==> src/rtl/rtc_cal_pkg.sv <==
// Package: shared types for the calibrated prescaler chain.
// Assumes: magnitude field width is fixed by the register layout.
package rtc_cal_pkg;
    localparam int CAL_MAG_W = 6;

    typedef enum logic {
        CAL_SLOW = 1'b0,
        CAL_FAST = 1'b1
    } cal_dir_e;

    // Number of correction events one window carries for a given setting.
    function automatic logic [CAL_MAG_W+2:0] cal_events(input cal_dir_e dir,
                                                        input logic [CAL_MAG_W-1:0] mag);
        logic [CAL_MAG_W+2:0] base;
        base = {3'b000, mag} + 1'b1;
        return (dir == CAL_FAST) ? (base << 2) : (base << 1);
    endfunction
endpackage

==> src/rtl/rtc_div_stage.sv <==
// First stage: divides the low-frequency enable by DIV and emits a tick
// on the last enabled cycle of each period.
// Assumes: DIV >= 2; lf_en is synchronous to clk.
module rtc_div_stage #(
    parameter int DIV = 256
) (
    input  logic clk,
    input  logic rst_n,
    input  logic lf_en,
    output logic tick_o
);
    localparam int CW = $clog2(DIV);
    localparam logic [CW-1:0] LAST = CW'(DIV - 1);

    logic [CW-1:0] cnt;

    // Count enabled cycles modulo DIV.
    always_ff @(posedge clk) begin
        if (!rst_n)
            cnt <= '0;
        else if (lf_en)
            cnt <= (cnt == LAST) ? '0 : cnt + 1'b1;
    end

    // Tick on the final enabled cycle of each period.
    always_comb tick_o = lf_en && (cnt == LAST);

    // the divider only moves on enabled cycles
    a_r1_idle_frozen: assert property (@(posedge clk) disable iff (!rst_n)
        !lf_en |=> $stable(cnt));
    // a tick always restarts the period
    a_r1_tick_restarts: assert property (@(posedge clk) disable iff (!rst_n)
        tick_o |=> cnt == '0);
endmodule

==> src/rtl/rtc_cal_sched.sv <==
// Calibration scheduler: tracks the position inside the correction window
// (in first-stage ticks), captures the setting at each window start and
// issues hold or double-step requests on consecutive ticks from CAL_OFFSET.
// Assumes: CAL_OFFSET + 4*2^MAG_W <= WIN_TICKS.
module rtc_cal_sched
    import rtc_cal_pkg::*;
#(
    parameter int WIN_TICKS  = 491520,
    parameter int CAL_OFFSET = 4864
) (
    input  logic                 clk,
    input  logic                 rst_n,
    input  logic                 tick_i,
    input  cal_dir_e             dir_i,
    input  logic [CAL_MAG_W-1:0] mag_i,
    output logic                 hold_o,
    output logic                 bump_o
);
    localparam int WW = $clog2(WIN_TICKS);
    localparam int EW = CAL_MAG_W + 3;
    localparam logic [WW-1:0] WIN_LAST = WW'(WIN_TICKS - 1);
    localparam logic [WW-1:0] OFS      = WW'(CAL_OFFSET);

    logic [WW-1:0] win_cnt;
    logic [EW-1:0] ev_left;
    cal_dir_e      dir_q;
    logic          win_last;
    logic          fire;

    // Decode window end and whether this tick carries a correction.
    always_comb begin
        win_last = (win_cnt == WIN_LAST);
        fire     = tick_i && (win_cnt >= OFS) && (ev_left != '0);
    end

    // Window position, captured direction and remaining correction events.
    always_ff @(posedge clk) begin
        if (!rst_n) begin
            win_cnt <= '0;
            dir_q   <= dir_i;
            ev_left <= cal_events(dir_i, mag_i);
        end else if (tick_i) begin
            if (win_last) begin
                win_cnt <= '0;
                dir_q   <= dir_i;
                ev_left <= cal_events(dir_i, mag_i);
            end else begin
                win_cnt <= win_cnt + 1'b1;
                if (fire)
                    ev_left <= ev_left - 1'b1;
            end
        end
    end

    // Route a firing tick to the request that matches the captured direction.
    always_comb begin
        hold_o = fire && (dir_q == CAL_SLOW);
        bump_o = fire && (dir_q == CAL_FAST);
    end

    // the captured direction changes only at a window boundary
    a_r8_dir_held: assert property (@(posedge clk) disable iff (!rst_n)
        !(tick_i && win_last) |=> $stable(dir_q));
    // the event budget never grows inside a window
    a_r8_budget_drains: assert property (@(posedge clk) disable iff (!rst_n)
        !(tick_i && win_last) |=> ev_left <= $past(ev_left));
    // no correction before the offset
    a_r3_no_early_fix: assert property (@(posedge clk) disable iff (!rst_n)
        (win_cnt < OFS) |-> !(hold_o || bump_o));
    // the budget is spent before the window wraps
    a_r3_spent_at_wrap: assert property (@(posedge clk) disable iff (!rst_n)
        (tick_i && win_last) |-> ev_left == '0);
endmodule

==> src/rtl/rtc_sub_stage.sv <==
// Second stage: counts first-stage ticks, freezing on a hold request and
// stepping by two on a bump request; emits half-rate and wrap ticks.
// Assumes: hold and bump are never raised together.
module rtc_sub_stage #(
    parameter int SUB_W = 7
) (
    input  logic clk,
    input  logic rst_n,
    input  logic tick_i,
    input  logic hold_i,
    input  logic bump_i,
    output logic half_o,
    output logic wrap_o
);
    logic [SUB_W-1:0] cnt;
    logic [SUB_W:0]   sum;
    logic [SUB_W-1:0] nxt;
    logic             adv;

    // Next position, crossing of even boundaries and carry out.
    always_comb begin
        adv    = tick_i && !hold_i;
        sum    = {1'b0, cnt} + (bump_i ? (SUB_W+1)'(2) : (SUB_W+1)'(1));
        nxt    = sum[SUB_W-1:0];
        half_o = adv && (nxt[SUB_W-1:1] != cnt[SUB_W-1:1]);
        wrap_o = adv && sum[SUB_W];
    end

    // Advance the position on every non-held tick.
    always_ff @(posedge clk) begin
        if (!rst_n)
            cnt <= '0;
        else if (adv)
            cnt <= nxt;
    end

    // a held tick leaves the position unchanged
    a_r4_hold_freezes: assert property (@(posedge clk) disable iff (!rst_n)
        (tick_i && hold_i) |=> $stable(cnt));
    // a bumped tick advances the position by two
    a_r5_bump_two: assert property (@(posedge clk) disable iff (!rst_n)
        (tick_i && bump_i) |=> cnt == $past(cnt) + SUB_W'(2));
    // the two requests are exclusive
    a_r4_req_exclusive: assert property (@(posedge clk) disable iff (!rst_n)
        !(hold_i && bump_i));
    // a wrap is always also a half-rate crossing
    a_r2_wrap_in_half: assert property (@(posedge clk) disable iff (!rst_n)
        wrap_o |-> half_o);
    // the half-rate tick only follows a first-stage tick
    a_r2_half_on_tick: assert property (@(posedge clk) disable iff (!rst_n)
        half_o |-> tick_i);
endmodule

==> src/rtl/rtc_prescale_cal.sv <==
// Top: first-stage divider, calibration scheduler and second stage.
// Assumes: lf_en pulses at the low-frequency rate; CAL_OFFSET plus the
// largest event count fits in WIN_TICKS.
module rtc_prescale_cal
    import rtc_cal_pkg::*;
#(
    parameter int DIV1       = 256,
    parameter int SUB_W      = 7,
    parameter int WIN_TICKS  = 491520,
    parameter int CAL_OFFSET = 4864
) (
    input  logic                 clk,
    input  logic                 rst_n,
    input  logic                 lf_en,
    input  logic                 cal_up,
    input  logic [CAL_MAG_W-1:0] cal_mag,
    output logic                 tick_128,
    output logic                 tick_64,
    output logic                 tick_1
);
    logic     base_tick;
    logic     hold_req;
    logic     bump_req;
    cal_dir_e dir_in;

    // Map the raw direction bit onto the shared enum.
    always_comb dir_in = cal_up ? CAL_FAST : CAL_SLOW;

    rtc_div_stage #(.DIV(DIV1)) u_div (
        .clk    (clk),
        .rst_n  (rst_n),
        .lf_en  (lf_en),
        .tick_o (base_tick)
    );

    rtc_cal_sched #(.WIN_TICKS(WIN_TICKS), .CAL_OFFSET(CAL_OFFSET)) u_sched (
        .clk    (clk),
        .rst_n  (rst_n),
        .tick_i (base_tick),
        .dir_i  (dir_in),
        .mag_i  (cal_mag),
        .hold_o (hold_req),
        .bump_o (bump_req)
    );

    rtc_sub_stage #(.SUB_W(SUB_W)) u_sub (
        .clk    (clk),
        .rst_n  (rst_n),
        .tick_i (base_tick),
        .hold_i (hold_req),
        .bump_i (bump_req),
        .half_o (tick_64),
        .wrap_o (tick_1)
    );

    // Expose the uncorrected tick.
    always_comb tick_128 = base_tick;

    // every tick output is qualified by the enable
    a_r7_ticks_need_en: assert property (@(posedge clk) disable iff (!rst_n)
        (tick_128 || tick_64 || tick_1) |-> lf_en);
    // calibration never removes a first-stage tick behind a corrected one
    a_r1_fast_needs_base: assert property (@(posedge clk) disable iff (!rst_n)
        tick_64 |-> tick_128);
endmodule

==> config.mk <==
export PLATFORM = sky130hd
export DESIGN_NAME = rtc_prescale_cal
export DESIGN_NICKNAME = d
export VERILOG_FILES = /design/src/rtl/rtc_cal_pkg.sv /design/src/rtl/rtc_div_stage.sv /design/src/rtl/rtc_cal_sched.sv /design/src/rtl/rtc_sub_stage.sv /design/src/rtl/rtc_prescale_cal.sv
export SDC_FILE = /design/constraint.sdc
export NUM_CORES = 1
export LEC_CHECK = 0
export ABC_AREA = 1
export BUFFER_PORTS_ARGS = -buffer_cell sky130_fd_sc_hd__buf_4
export CORE_MARGIN = 5
export CORE_UTILIZATION = 61
export DETAILED_ROUTE_END_ITERATION = 8
export PLACE_DENSITY = 0.87
export SLEW_MARGIN = 20
export SYNTH_ARGS = -nofsm -noshare
export SYNTH_HDL_FRONTEND = slang
export SYNTH_HIERARCHICAL = 1
export SYNTH_SLANG_ARGS = --single-unit
==> constraint.sdc <==
create_clock -name clk -period 2.9 [get_ports clk]
set_input_delay 0.29 -clock clk [delete_from_list [all_inputs] [get_ports clk]]
set_output_delay 0.29 -clock clk [all_outputs]
set_load 0.05 [all_outputs]
==> qor.tcl, run 1 <==
set qor(crit_path_start_kind) {flop}
set qor(power.density_nw_per_um2) 388.4
set qor(root_cell_of_the_clock_tree) {sky130_fd_sc_hd__clkbuf_8}
set qor(gr-total-overflow) 0
set qor(clk_pin_slew_ns) 0.08
set qor(drive_above_1_share) 0.1766
set qor(first_iter_violations) 71
set qor(flow.area_growth_from_synthesis_pct) 15.10
set qor(worst_slew_margin_rel) 0.7444
set qor(critPathMaxFanout) 3
set qor(synth.cells.most_frequent) {sky130_fd_sc_hd__nand2_1 (88), sky130_fd_sc_hd__nor2_1 (55), sky130_fd_sc_hd__inv_1 (51), sky130_fd_sc_hd__dfxtp_1 (34), sky130_fd_sc_hd__nand3_1 (22)}
set qor(setup_ws_pre_cts_ns) 0.08493
set qor(utilization) 0.7308
set qor(post-route-worst-setup-slack_ns) 0.001340
set qor(final_design_area_excluding_fillers_sq_um) 2965
set qor(cts_buffer_depth) 2
set qor(clk-insertion-delay-late_ns) 0.30
set qor(area_of_the_mapped_netlist_sq_um) 2576
set qor(vias) 2257
set qor(initial_core_util) 0.6349
set qor(postSynthRegisterBits) 44
set qor(critPathRequiredTime_ns) 2.61
set qor(run_status) {finished, final reports clean}
set qor(met3RoutedLength_um) 211
set qor(numCtsBuffers) 5
set qor(min_tclk_post_route_ns) 2.899
set qor(synth_top_family_by_area) {simple AND/OR/NAND/NOR gates}
set qor(cp_cell_sequence) {inv_2, ha_4, nand2_4, nor2_4, nand3b_1, nand3_4, nor2_4, inv_1, ha_2, fa_1, xnor2_2, a31oi_4, buf_6}
set qor(synth_top_area_cells) {sky130_fd_sc_hd__dfxtp_1 (26%), sky130_fd_sc_hd__nand2_1 (13%), sky130_fd_sc_hd__edfxtp_1 (12%)}
set qor(setup.worst_path.class) {flop to output pin}
set qor(drv.max_cap_violation_count) 0
set qor(die_height_um) 74.99
set qor(cts.sinks) 44
set qor(die_area_sq_um) 5623
set qor(hold_path_class) {input pin to flop}
set qor(worst_setup_path_end_kind) {output pin}
set qor(post-route-drc-count) 0
set qor(fp.coreArea_sq_um) 4058
set qor(port_buffers) 12
set qor(via_count_of_the_first_global_routing_pass) 2160
set qor(fin_worst_skew_ns) 0.006734
set qor(post-place-cells) 422
set qor(synth.yosys.seq_area_share) 0.3808
set qor(met2RoutedLength_um) 2483
set qor(io_pins) 13
set qor(yosysTopAreaCell) {sky130_fd_sc_hd__dfxtp_1}
set qor(via_per_inst) 5.189
set qor(share_of_the_cycle_needed_by_the_critical_path_after_routing) 0.9995
set qor(worstHoldEndpoint) {u_div/cnt[1]}
set qor(cts_max_level) 2
set qor(first_pass_grt_wire_length_um) 9059
set qor(critical_path.reg2reg.endpoint) {u_sub/cnt[6]}
set qor(irDropWorstVdd_mv) 0.2636
set qor(netlist-cell-type-count) 33
set qor(grt_max_degree) 16
set qor(wl_um) 5163
set qor(postPlaceCellArea_sq_um) 2796
set qor(rrSetupSlack_ns) 0.68
set qor(setup_viol_count_final) 0
set qor(n_fill_cell) 332
set qor(asyncSetResetFlopFracSynth) 0
set qor(yosys.area_share.xor_xnor) 0.06799
set qor(synth_most_common_cell) {sky130_fd_sc_hd__nand2_1}
set qor(post_synth.cell_area_avg_sq_um) 7.117
set qor(synth_enable_flop_cells) 10
set qor(synth_mux_area_frac) 0
set qor(critical_path.max_stage_delay_ns) 0.46
set qor(post_synth_fa_ha_maj_area_fraction) 0.04177
set qor(hold_violations) 0
set qor(diodes) 0
set qor(maxSlewViolCount) 0
set qor(critical_path.slowest_cell) {sky130_fd_sc_hd__fa_1}
set qor(yosysWarningCount) 6
set qor(yosys.area_share.simple) 0.3643
set qor(ctsHoldBuffers) 0
set qor(tritoncts) {built}
set qor(wl_met1_um) 2373
set qor(synthFlopType) {sky130_fd_sc_hd__dfxtp_1}
set qor(min_delay_path_depth) 2
set qor(highest_clock_frequency_the_design_can_meet_mhz) 345.0
set qor(synth_compound_area_frac) 0.05780
set qor(die_w_um) 74.99
set qor(crit_top_cell) {sky130_fd_sc_hd__nor2_4}
set qor(finalNetCount) 402
set qor(global_route.usage.total) 0.2077
set qor(wl_per_cell_um) 11.87
set qor(finalWeightedCongestion) 0.8431
set qor(drtAntennaViolNets) 0
set qor(synth.net_count) 380
set qor(finish.cell_count_without_fillers) 435
set qor(reg2reg_from) {u_sched/ev_left[1]}
set qor(arrival_time_worst_endpoint_ns) 2.61
set qor(synth_top_area_frac) 0.2642
set qor(synth_cells) 362
set qor(ff2ff_path_depth) 13
set qor(timing.hold.worst.start) {lf_en}
set qor(detailed_place_hpwl_um) 3762
set qor(power_leakage_nw) 1.226
set qor(antenna_violations_before_repair) 0
set qor(drt_first_pass_iters) 4
set qor(topRoutingLayerUsed) {met4}
set qor(rsz0062_at_grt) {yes}
set qor(timing_worst_slew_pin_value_ns) 0.3824
set qor(rows) 23
## worst max-delay path: cells and delay by family (launching register included)
family,cells,cell delay [ns]
fa+ha+maj,3,0.79
simple gates,5,0.47
flops,1,0.42
compound gates,1,0.14
buf+inv,3,0.31
xor+xnor,1,0.17
## stage by stage
stage | setup TNS [ns] | hold WS, ns | power (mW)
detailed placement | 0 | 0.4621 | 0.7510
CTS | 0 | 0.2021 | 1.161
floorplan | -0.08875 | 0.3719 | 0.7205
finish | 0 | 0.2082 | 1.152
global placement | 0 | 0.4472 | 0.7468
global route | -0.1108 | 0.2020 | 1.202
## what timing repair did
action	CTS	global route
setup endpoints to repair	1	2
setup buffers	5	0
gates resized for setup	10	2
hold endpoints to repair	0	0
pin swaps	10	2
## how the worst max path moves through the flow
| stage | depth (start not counted) | endpoint | start | slack (ns) |
|---|---|---|---|---|
| 2_1_floorplan | 13 | tick_64 | u_div/cnt[1] | -0.09 |
| 3_3_place_gp | 13 | tick_64 | u_sched/ev_left[0] | 0.17 |
| 3_5_place_dp | 13 | tick_64 | u_sched/ev_left[0] | 0.08 |
| 4_1_cts | 13 | tick_64 | u_sched/ev_left[1] | 0.006 |
| 5_1_grt | 13 | tick_64 | u_sched/ev_left[1] | -0.11 |
| 6_report | 13 | tick_64 | u_sched/ev_left[1] | 0.001 |
## power by group
| part | leakage (nW) | switching (mW) | internal, mW |
|---|---|---|---|
| combinational | 0.807 | 0.0598 | 0.0378 |
| clock | 0.0488 | 0.213 | 0.194 |
| sequential | 0.370 | 0.00798 | 0.639 |
| total | 1.23 | 0.281 | 0.871 |
## area by class of cell
cell class                      instances  area (sq um)  area share
Clock buffer                            7         86.33     0.02911
Clock inverter                          1         6.256    0.002110
Inverter                               53         205.2     0.06920
Multi-Input combinational cell        262          1480      0.4992
Sequential cell                        44         985.9      0.3325
Tap cell                               50         62.56     0.02110
Timing Repair Buffer                   18         138.9     0.04684
## flip-flops by register name, summed over array words and instances, names as in the netlist
name and flops:
u_sched/ev_left 9, u_sched/dir_q 1, u_div/cnt 8, u_sched/win_cnt 19, u_sub/cnt 7
## cell families after synthesis
kind of cell / Yosys count
fa+ha+maj: 8
xor+xnor: 20
simple gates: 206
flops: 44
compound gates: 28
buf+inv: 56
## metal layers
| metal | up-vias | track usage |
|---|---|---|
| li1 | 1175 | - |
| met3 | 9 | 0.04406 |
| met1 | 1024 | 0.2550 |
| met2 | 49 | 0.3569 |
| met4 | 0 | 0.07708 |
| met5 | - | 0 |
## cell usage in the layout, fill, tap and decap left out, types with 4 or more instances in the layout
master and count:
sky130_fd_sc_hd__a21oi_1 11, sky130_fd_sc_hd__buf_4 17, sky130_fd_sc_hd__clkbuf_8 6, sky130_fd_sc_hd__dfxtp_1 32, sky130_fd_sc_hd__edfxtp_1 10, sky130_fd_sc_hd__ha_1 4, sky130_fd_sc_hd__inv_1 48, sky130_fd_sc_hd__nand2_1 85
sky130_fd_sc_hd__nand2_2 8, sky130_fd_sc_hd__nand3_1 20, sky130_fd_sc_hd__nand4_1 5, sky130_fd_sc_hd__nor2_1 52, sky130_fd_sc_hd__nor2_2 10, sky130_fd_sc_hd__nor2_4 6, sky130_fd_sc_hd__nor3_1 7, sky130_fd_sc_hd__o21ai_0 12
sky130_fd_sc_hd__xnor2_1 7, sky130_fd_sc_hd__xor2_1 12
Power figures use the tool's default switching activity.
==> inputs of run 2 (changes only) <==
==> constraint.sdc (replaced) <==
create_clock -name clk -period 2.9 [get_ports clk]
set_input_delay 0.145 -clock clk [delete_from_list [all_inputs] [get_ports clk]]
set_output_delay 0.145 -clock clk [all_outputs]
set_load 0.05 [all_outputs]
==> qor.tcl, run 2 (synthesized netlist as in run 1, its figures left out) <==
set qor(run_status) {finished, final reports clean}
set qor(highest_clock_frequency_the_design_can_meet_mhz) 358.8 ;# +4.0%
set qor(antenna_violations_before_repair) 0 ;# unchanged
set qor(cts.sinks) 44 ;# unchanged
set qor(regArea_sq_um) 983.4 ;# -0.25%
set qor(finalWeightedCongestion) 0.8380 ;# -0.60%
set qor(cp_cell_sequence) {ha_4, nand3_4, nor2_4, nand2_4, clkinvlp_4, nand3_4, nor2_4, inv_2, ha_4, fa_1, xnor2_2, a31oi_4, buf_6}
set qor(post-route-drc-count) 0 ;# unchanged
set qor(whs_ns) 0.07516 ;# -0.1330 ns
set qor(drt_first_pass_iters) 4 ;# unchanged
set qor(rows) 23 ;# unchanged
set qor(gr-total-overflow) 0 ;# unchanged
set qor(critical_path.max_stage_delay_ns) 0.53 ;# +0.07 ns
set qor(irDropWorstVdd_mv) 0.3052 ;# +16%
set qor(power_leakage_nw) 1.284 ;# +4.7%
set qor(cts_max_level) 2 ;# unchanged
set qor(drive_above_1_share) 0.1830 ;# +0.006366
set qor(n_fill_cell) 315 ;# -5.1%
set qor(flow.area_growth_from_synthesis_pct) 18.46
set qor(ff2ff_path_depth) 14 ;# +1
set qor(die_height_um) 74.99 ;# unchanged
set qor(fp.coreArea_sq_um) 4058 ;# unchanged
set qor(hold_path_class) {input pin to flop}
set qor(diodes) 0 ;# unchanged
set qor(report.power.total_mw) 1.320 ;# +15%
set qor(drv.max_cap_violation_count) 0 ;# unchanged
set qor(die_w_um) 74.99 ;# unchanged
set qor(via_per_inst) 5.192 ;# about the same
set qor(timing.setup.tns_ns) 0 ;# unchanged
set qor(cts_buffer_depth) 2 ;# unchanged
set qor(critPathRequiredTime_ns) 2.76 ;# +0.15 ns
set qor(first_iter_violations) 64 ;# -9.9%
set qor(maxSlewViolCount) 0 ;# unchanged
set qor(clk-insertion-delay-late_ns) 0.29 ;# about the same
set qor(grt_max_degree) 16 ;# unchanged
set qor(finish.cell_count_without_fillers) 438 ;# +0.69%
set qor(layout_top_registers) {u_sched/win_cnt x19, u_sched/ev_left x9, u_div/cnt x8}
set qor(tritoncts) {built}
set qor(via_count_of_the_first_global_routing_pass) 2127 ;# -1.5%
set qor(registers.top_by_ff_count) {u_sched/win_cnt}
set qor(layout_commonest_cell) {sky130_fd_sc_hd__nand2_1}
set qor(worstHoldEndpoint) {u_div/cnt[1]}
set qor(multiInputGateArea_sq_um) 1490 ;# +0.68%
set qor(fin_worst_skew_ns) 0.006689 ;# -0.00004546 ns
set qor(crit_path_start_kind) {flop}
set qor(wl_um) 5265 ;# +2.0%
set qor(worst_slew_margin_rel) 0.7151 ;# -0.02931
set qor(drtAntennaViolNets) 0 ;# unchanged
set qor(finalNetCount) 405 ;# +0.75%
set qor(wl_per_cell_um) 12.02 ;# +1.3%
set qor(vias) 2274 ;# +0.75%
set qor(die_area_sq_um) 5623 ;# unchanged
set qor(first_pass_grt_wire_length_um) 8707 ;# -3.9%
set qor(share_of_the_cycle_needed_by_the_critical_path_after_routing) 0.9610 ;# -0.03852
set qor(numCtsBuffers) 5 ;# unchanged
set qor(hold_violations) 0 ;# unchanged
set qor(critical_path.reg2reg.endpoint) {u_sub/cnt[4]}
set qor(rrSetupSlack_ns) 0.64 ;# -0.04 ns
set qor(global_route.usage.total) 0.1992 ;# -0.008553
set qor(critical_path.slowest_cell) {sky130_fd_sc_hd__fa_1}
set qor(largest_reg_flops) 19 ;# unchanged
set qor(arrival_time_worst_endpoint_ns) 2.64 ;# +0.03 ns
set qor(root_cell_of_the_clock_tree) {sky130_fd_sc_hd__clkbuf_8}
set qor(io_pins) 13 ;# unchanged
set qor(critPathMaxFanout) 3 ;# unchanged
set qor(reg2reg_from) {u_div/cnt[0]}
set qor(min_tclk_post_route_ns) 2.787 ;# -0.1117 ns
set qor(ctsHoldBuffers) 0 ;# unchanged
set qor(initial_core_util) 0.6349 ;# unchanged
set qor(port_buffers) 12 ;# unchanged
set qor(worst_setup_path_end_kind) {output pin}
set qor(setup.worst_path.class) {flop to output pin}
set qor(clk_pin_slew_ns) 0.09 ;# about the same
set qor(most_frequent_cells_in_the_layout) {sky130_fd_sc_hd__nand2_1 (86), sky130_fd_sc_hd__nor2_1 (53), sky130_fd_sc_hd__inv_1 (47), sky130_fd_sc_hd__dfxtp_1 (32)}
set qor(post-place-cells) 422 ;# unchanged
set qor(power.density_nw_per_um2) 432.5 ;# +11%
set qor(detailed_place_hpwl_um) 3621 ;# -3.8%
set qor(min_delay_path_depth) 2 ;# unchanged
set qor(timing_worst_slew_pin_value_ns) 0.4273 ;# +0.04490 ns
set qor(timing.hold.worst.start) {lf_en}
set qor(setup_viol_count_final) 0 ;# unchanged
[run 2: worst max-delay path by stage]
| stage | from | endpoint | slack [ns] |
|---|---|---|---|
| after floorplan | u_div/cnt[1] | tick_64 | 0.01 |
| after global placement | u_sched/ev_left[0] | tick_64 | 0.29 |
| after detailed placement | u_sched/ev_left[0] | tick_64 | 0.22 |
| after CTS | u_sched/ev_left[0] | tick_64 | 0.0007 |
| after global routing | u_div/cnt[0] | tick_64 | -0.005 |
| final | u_div/cnt[0] | tick_64 | 0.11 |
[run 2: critical path, delay by kind of cell (launching register included)]
| family | cells | cell delay (ns) |
|---|---|---|
| AOI/OAI and AO/OA | 1 | 0.14 |
| DFF | 1 | 0.37 |
| and+or+nand+nor | 5 | 0.49 |
| xor gates and xnor gates | 1 | 0.17 |
| buffers and inverters | 3 | 0.31 |
| adders and majority gates | 3 | 0.85 |
[run 2: power breakdown]
group          internal [mW]  total [mW]  leakage (nW)  switching (mW)
Clock                  0.361       0.573        0.0747           0.212
Combinational         0.0393      0.0993         0.839          0.0600
Sequential             0.639       0.647         0.370         0.00831
[run 2: stage by stage]
stage	utilization	cell area [sq um]	setup WS (ns)
2_1_floorplan	-	2646	0.01299
3_5_place_dp	0.6849	2779	0.2165
3_3_place_gp	0.6849	2779	0.2945
5_1_grt	0.7521	3052	-0.005077
4_1_cts	0.7280	2954	0.0007199
6_report	0.7521	3052	0.1131
[run 2: layer usage]
| metal | up-vias | wire (um) | track usage |
|---|---|---|---|
| met1 | 1028 | 2416 | 0.2394 |
| li1 | 1185 | - | - |
| met3 | 10 | 222 | 0.03872 |
| met4 | 0 | 100 | 0.07708 |
| met2 | 51 | 2526 | 0.3491 |
| met5 | - | 0 | 0 |
[run 2: repair_timing]
action / in CTS / in global routing
buffers inserted: 2 / 6
resized for setup: 4 / 10
endpoints found under the setup margin: 1 / 1
pin swaps: 4 / 10
[run 2: cell type report]
type / instances / area share
well taps: 50 / 0.02050
clock inverters: 1 / 0.009840
repair buffers: 21 / 0.05289
multi-input cells: 262 / 0.4883
clock buffers: 7 / 0.03895
inverters: 53 / 0.06724
flip-flops and latches: 44 / 0.3223
==> inputs of run 3 (changes only) <==
--- a/config.mk
+++ b/config.mk
@@ -10,6 +10,7 @@
 export CORE_MARGIN = 5
 export CORE_UTILIZATION = 61
 export DETAILED_ROUTE_END_ITERATION = 8
+export HOLD_SLACK_MARGIN = 0.1
 export PLACE_DENSITY = 0.87
 export SLEW_MARGIN = 20
 export SYNTH_ARGS = -nofsm -noshare
==> qor.tcl, run 3 (synthesized netlist as in run 1, its figures left out) <==
set qor(n_fill_cell) 313 ;# -0.63%
set qor(die_area_sq_um) 5623 ;# unchanged
set qor(timing_worst_slew_pin_value_ns) 0.4273 ;# +0.000008464 ns
set qor(detailed_place_hpwl_um) 3621 ;# unchanged
set qor(port_buffers) 12 ;# unchanged
set qor(fin_worst_skew_ns) 0.006668 ;# -0.00002090 ns
set qor(power_leakage_nw) 1.293 ;# +0.75%
set qor(min_delay_path_depth) 3 ;# +1
set qor(first_pass_grt_wire_length_um) 8742 ;# +0.40%
set qor(min_tclk_post_route_ns) 2.794 ;# +0.006907 ns
set qor(root_cell_of_the_clock_tree) {sky130_fd_sc_hd__clkbuf_8}
set qor(worstHoldEndpoint) {u_sub/cnt[6]}
set qor(cts_buffer_depth) 2 ;# unchanged
set qor(registers.top_by_ff_count) {u_sched/win_cnt}
set qor(ff2ff_path_depth) 14 ;# unchanged
set qor(critPathMaxFanout) 6 ;# +3
set qor(layout_commonest_cell) {sky130_fd_sc_hd__nand2_1}
set qor(reg2reg_from) {u_div/cnt[0]}
set qor(first_iter_violations) 67 ;# +4.7%
set qor(die_height_um) 74.99 ;# unchanged
set qor(cts.sinks) 44 ;# unchanged
set qor(largest_reg_flops) 19 ;# unchanged
set qor(finalWeightedCongestion) 0.8380 ;# unchanged
set qor(maxSlewViolCount) 0 ;# unchanged
set qor(io_pins) 13 ;# unchanged
set qor(diodes) 0 ;# unchanged
set qor(drv.max_cap_violation_count) 0 ;# unchanged
set qor(drt_first_pass_iters) 4 ;# unchanged
set qor(worst_slew_margin_rel) 0.7151 ;# about the same
set qor(via_count_of_the_first_global_routing_pass) 2134 ;# +0.33%
set qor(tritoncts) {built}
set qor(fp.coreArea_sq_um) 4058 ;# unchanged
set qor(rows) 23 ;# unchanged
set qor(rrSetupSlack_ns) 0.64 ;# about the same
set qor(numCtsBuffers) 5 ;# unchanged
set qor(die_w_um) 74.99 ;# unchanged
set qor(vias) 2278 ;# +0.18%
set qor(worst_setup_path_end_kind) {output pin}
set qor(critical_path.reg2reg.endpoint) {u_sub/cnt[4]}
set qor(finalNetCount) 407 ;# +0.49%
set qor(wl_per_cell_um) 11.98 ;# -0.34%
set qor(flow.area_growth_from_synthesis_pct) 19.38
set qor(drtAntennaViolNets) 0 ;# unchanged
set qor(hold_violations) 0 ;# unchanged
set qor(grt_max_degree) 16 ;# unchanged
set qor(clk-insertion-delay-late_ns) 0.29 ;# about the same
set qor(timing.hold.worst.start) {rst_n}
set qor(share_of_the_cycle_needed_by_the_critical_path_after_routing) 0.9634 ;# +0.002382
set qor(finish.cell_count_without_fillers) 440 ;# +0.46%
set qor(arrival_time_worst_endpoint_ns) 2.65 ;# about the same
set qor(clk_pin_slew_ns) 0.08 ;# about the same
set qor(global_route.usage.total) 0.2000 ;# +0.0008333
set qor(hold_path_class) {input pin to flop}
set qor(whs_ns) 0.1816 ;# +0.1065 ns
set qor(postPlaceCellArea_sq_um) 2779 ;# unchanged
set qor(layout_top_registers) {u_sched/win_cnt x19, u_sched/ev_left x9, u_div/cnt x8}
set qor(crit_path_start_kind) {input pin}
set qor(highest_clock_frequency_the_design_can_meet_mhz) 357.9 ;# -0.25%
set qor(power.density_nw_per_um2) 430.1 ;# -0.55%
set qor(wl_um) 5271 ;# +0.11%
set qor(gr-total-overflow) 0 ;# unchanged
set qor(setup_viol_count_final) 0 ;# unchanged
set qor(cts_max_level) 2 ;# unchanged
set qor(irDropWorstVdd_mv) 0.3053 ;# about the same
set qor(multiInputGateArea_sq_um) 1490 ;# unchanged
set qor(critPathRequiredTime_ns) 2.76 ;# about the same
set qor(timing.setup.tns_ns) 0 ;# unchanged
set qor(most_frequent_cells_in_the_layout) {sky130_fd_sc_hd__nand2_1 (86), sky130_fd_sc_hd__nor2_1 (53), sky130_fd_sc_hd__inv_1 (47), sky130_fd_sc_hd__dfxtp_1 (32), sky130_fd_sc_hd__nand3_1 (20)}
set qor(via_per_inst) 5.177 ;# -0.28%
set qor(run_status) {finished, final reports clean}
set qor(regArea_sq_um) 983.4 ;# unchanged
set qor(setup.worst_path.class) {input pin to output pin}
set qor(post-place-cells) 422 ;# unchanged
set qor(post-route-drc-count) 0 ;# unchanged
set qor(final_design_area_excluding_fillers_sq_um) 3075 ;# +0.78%
set qor(drive_above_1_share) 0.1821 ;# -0.0009384
set qor(antenna_violations_before_repair) 0 ;# unchanged
set qor(initial_core_util) 0.6349 ;# unchanged
run 3: cell count changes in the layout (fill, tap and decap cells not counted):
cell                            previous run  this run
sky130_fd_sc_hd__buf_4                    20        19
sky130_fd_sc_hd__buf_6                     1         2
sky130_fd_sc_hd__dlygate4sd3_1             0         2
run 3: routing by layer:
metal	GRT usage	share of wire
met4	0.07510	0.019
met5	0	0
met1	0.2402	0.46
met2	0.3520	0.48
met3	0.03872	0.044
run 3: how the worst max path moves through the flow:
stage | slack [ns] | endpoint | start
2_1_floorplan | 0.01 | tick_64 | u_div/cnt[1]
3_3_place_gp | 0.29 | tick_64 | u_sched/ev_left[0]
3_5_place_dp | 0.22 | tick_64 | u_sched/ev_left[0]
4_1_cts | 0.0007 | tick_64 | u_sched/ev_left[0]
5_1_grt | -0.003 | tick_64 | u_div/cnt[0]
6_report | 0.11 | tick_64 | lf_en
run 3: what timing repair did:
action                                  CTS  global route
resized for setup                         4            11
pin swaps                                 4            10
hold buffers                              2             0
gates cloned                              0             0
setup buffers                             2             6
hold endpoints to repair                  2             0
endpoints found under the setup margin    1             1
run 3: cell type report:
| cell class | instances | share of cell area |
|---|---|---|
| inverter | 53 | 0.06672 |
| multi-input combinational | 262 | 0.4845 |
| clock inverter | 1 | 0.009764 |
| timing repair buffer | 23 | 0.06021 |
| tap | 50 | 0.02034 |
| sequential | 44 | 0.3198 |
| clock buffer | 7 | 0.03865 |
run 3: through the flow:
step	util	setup slack, ns	power, mW
after floorplan	-	0.01299	0.7183
after global placement	0.6849	0.2945	0.7440
after detailed placement	0.6849	0.2165	0.7469
after CTS	0.7330	0.0007199	1.318
after global routing	0.7579	-0.002598	1.375
final	0.7579	0.1062	1.323
run 3: power by group:
| group | switching (mW) | internal, mW |
|---|---|---|
| sequential | 0.00825 | 0.639 |
| clock | 0.212 | 0.361 |
| combinational | 0.0606 | 0.0415 |
run 3: critical path, cell delays in order:
cell and delay, ns:
sky130_fd_sc_hd__dlygate4sd3_1 0.54, sky130_fd_sc_hd__buf_6 0.13, sky130_fd_sc_hd__nand3_4 0.09, sky130_fd_sc_hd__nor2_4 0.14
sky130_fd_sc_hd__nand2_4 0.07, sky130_fd_sc_hd__clkinvlp_4 0.10, sky130_fd_sc_hd__nand3_4 0.09, sky130_fd_sc_hd__nor2_4 0.12
sky130_fd_sc_hd__inv_2 0.05, sky130_fd_sc_hd__ha_4 0.16, sky130_fd_sc_hd__fa_1 0.52, sky130_fd_sc_hd__xnor2_2 0.17
sky130_fd_sc_hd__a31oi_4 0.14, sky130_fd_sc_hd__buf_6 0.17
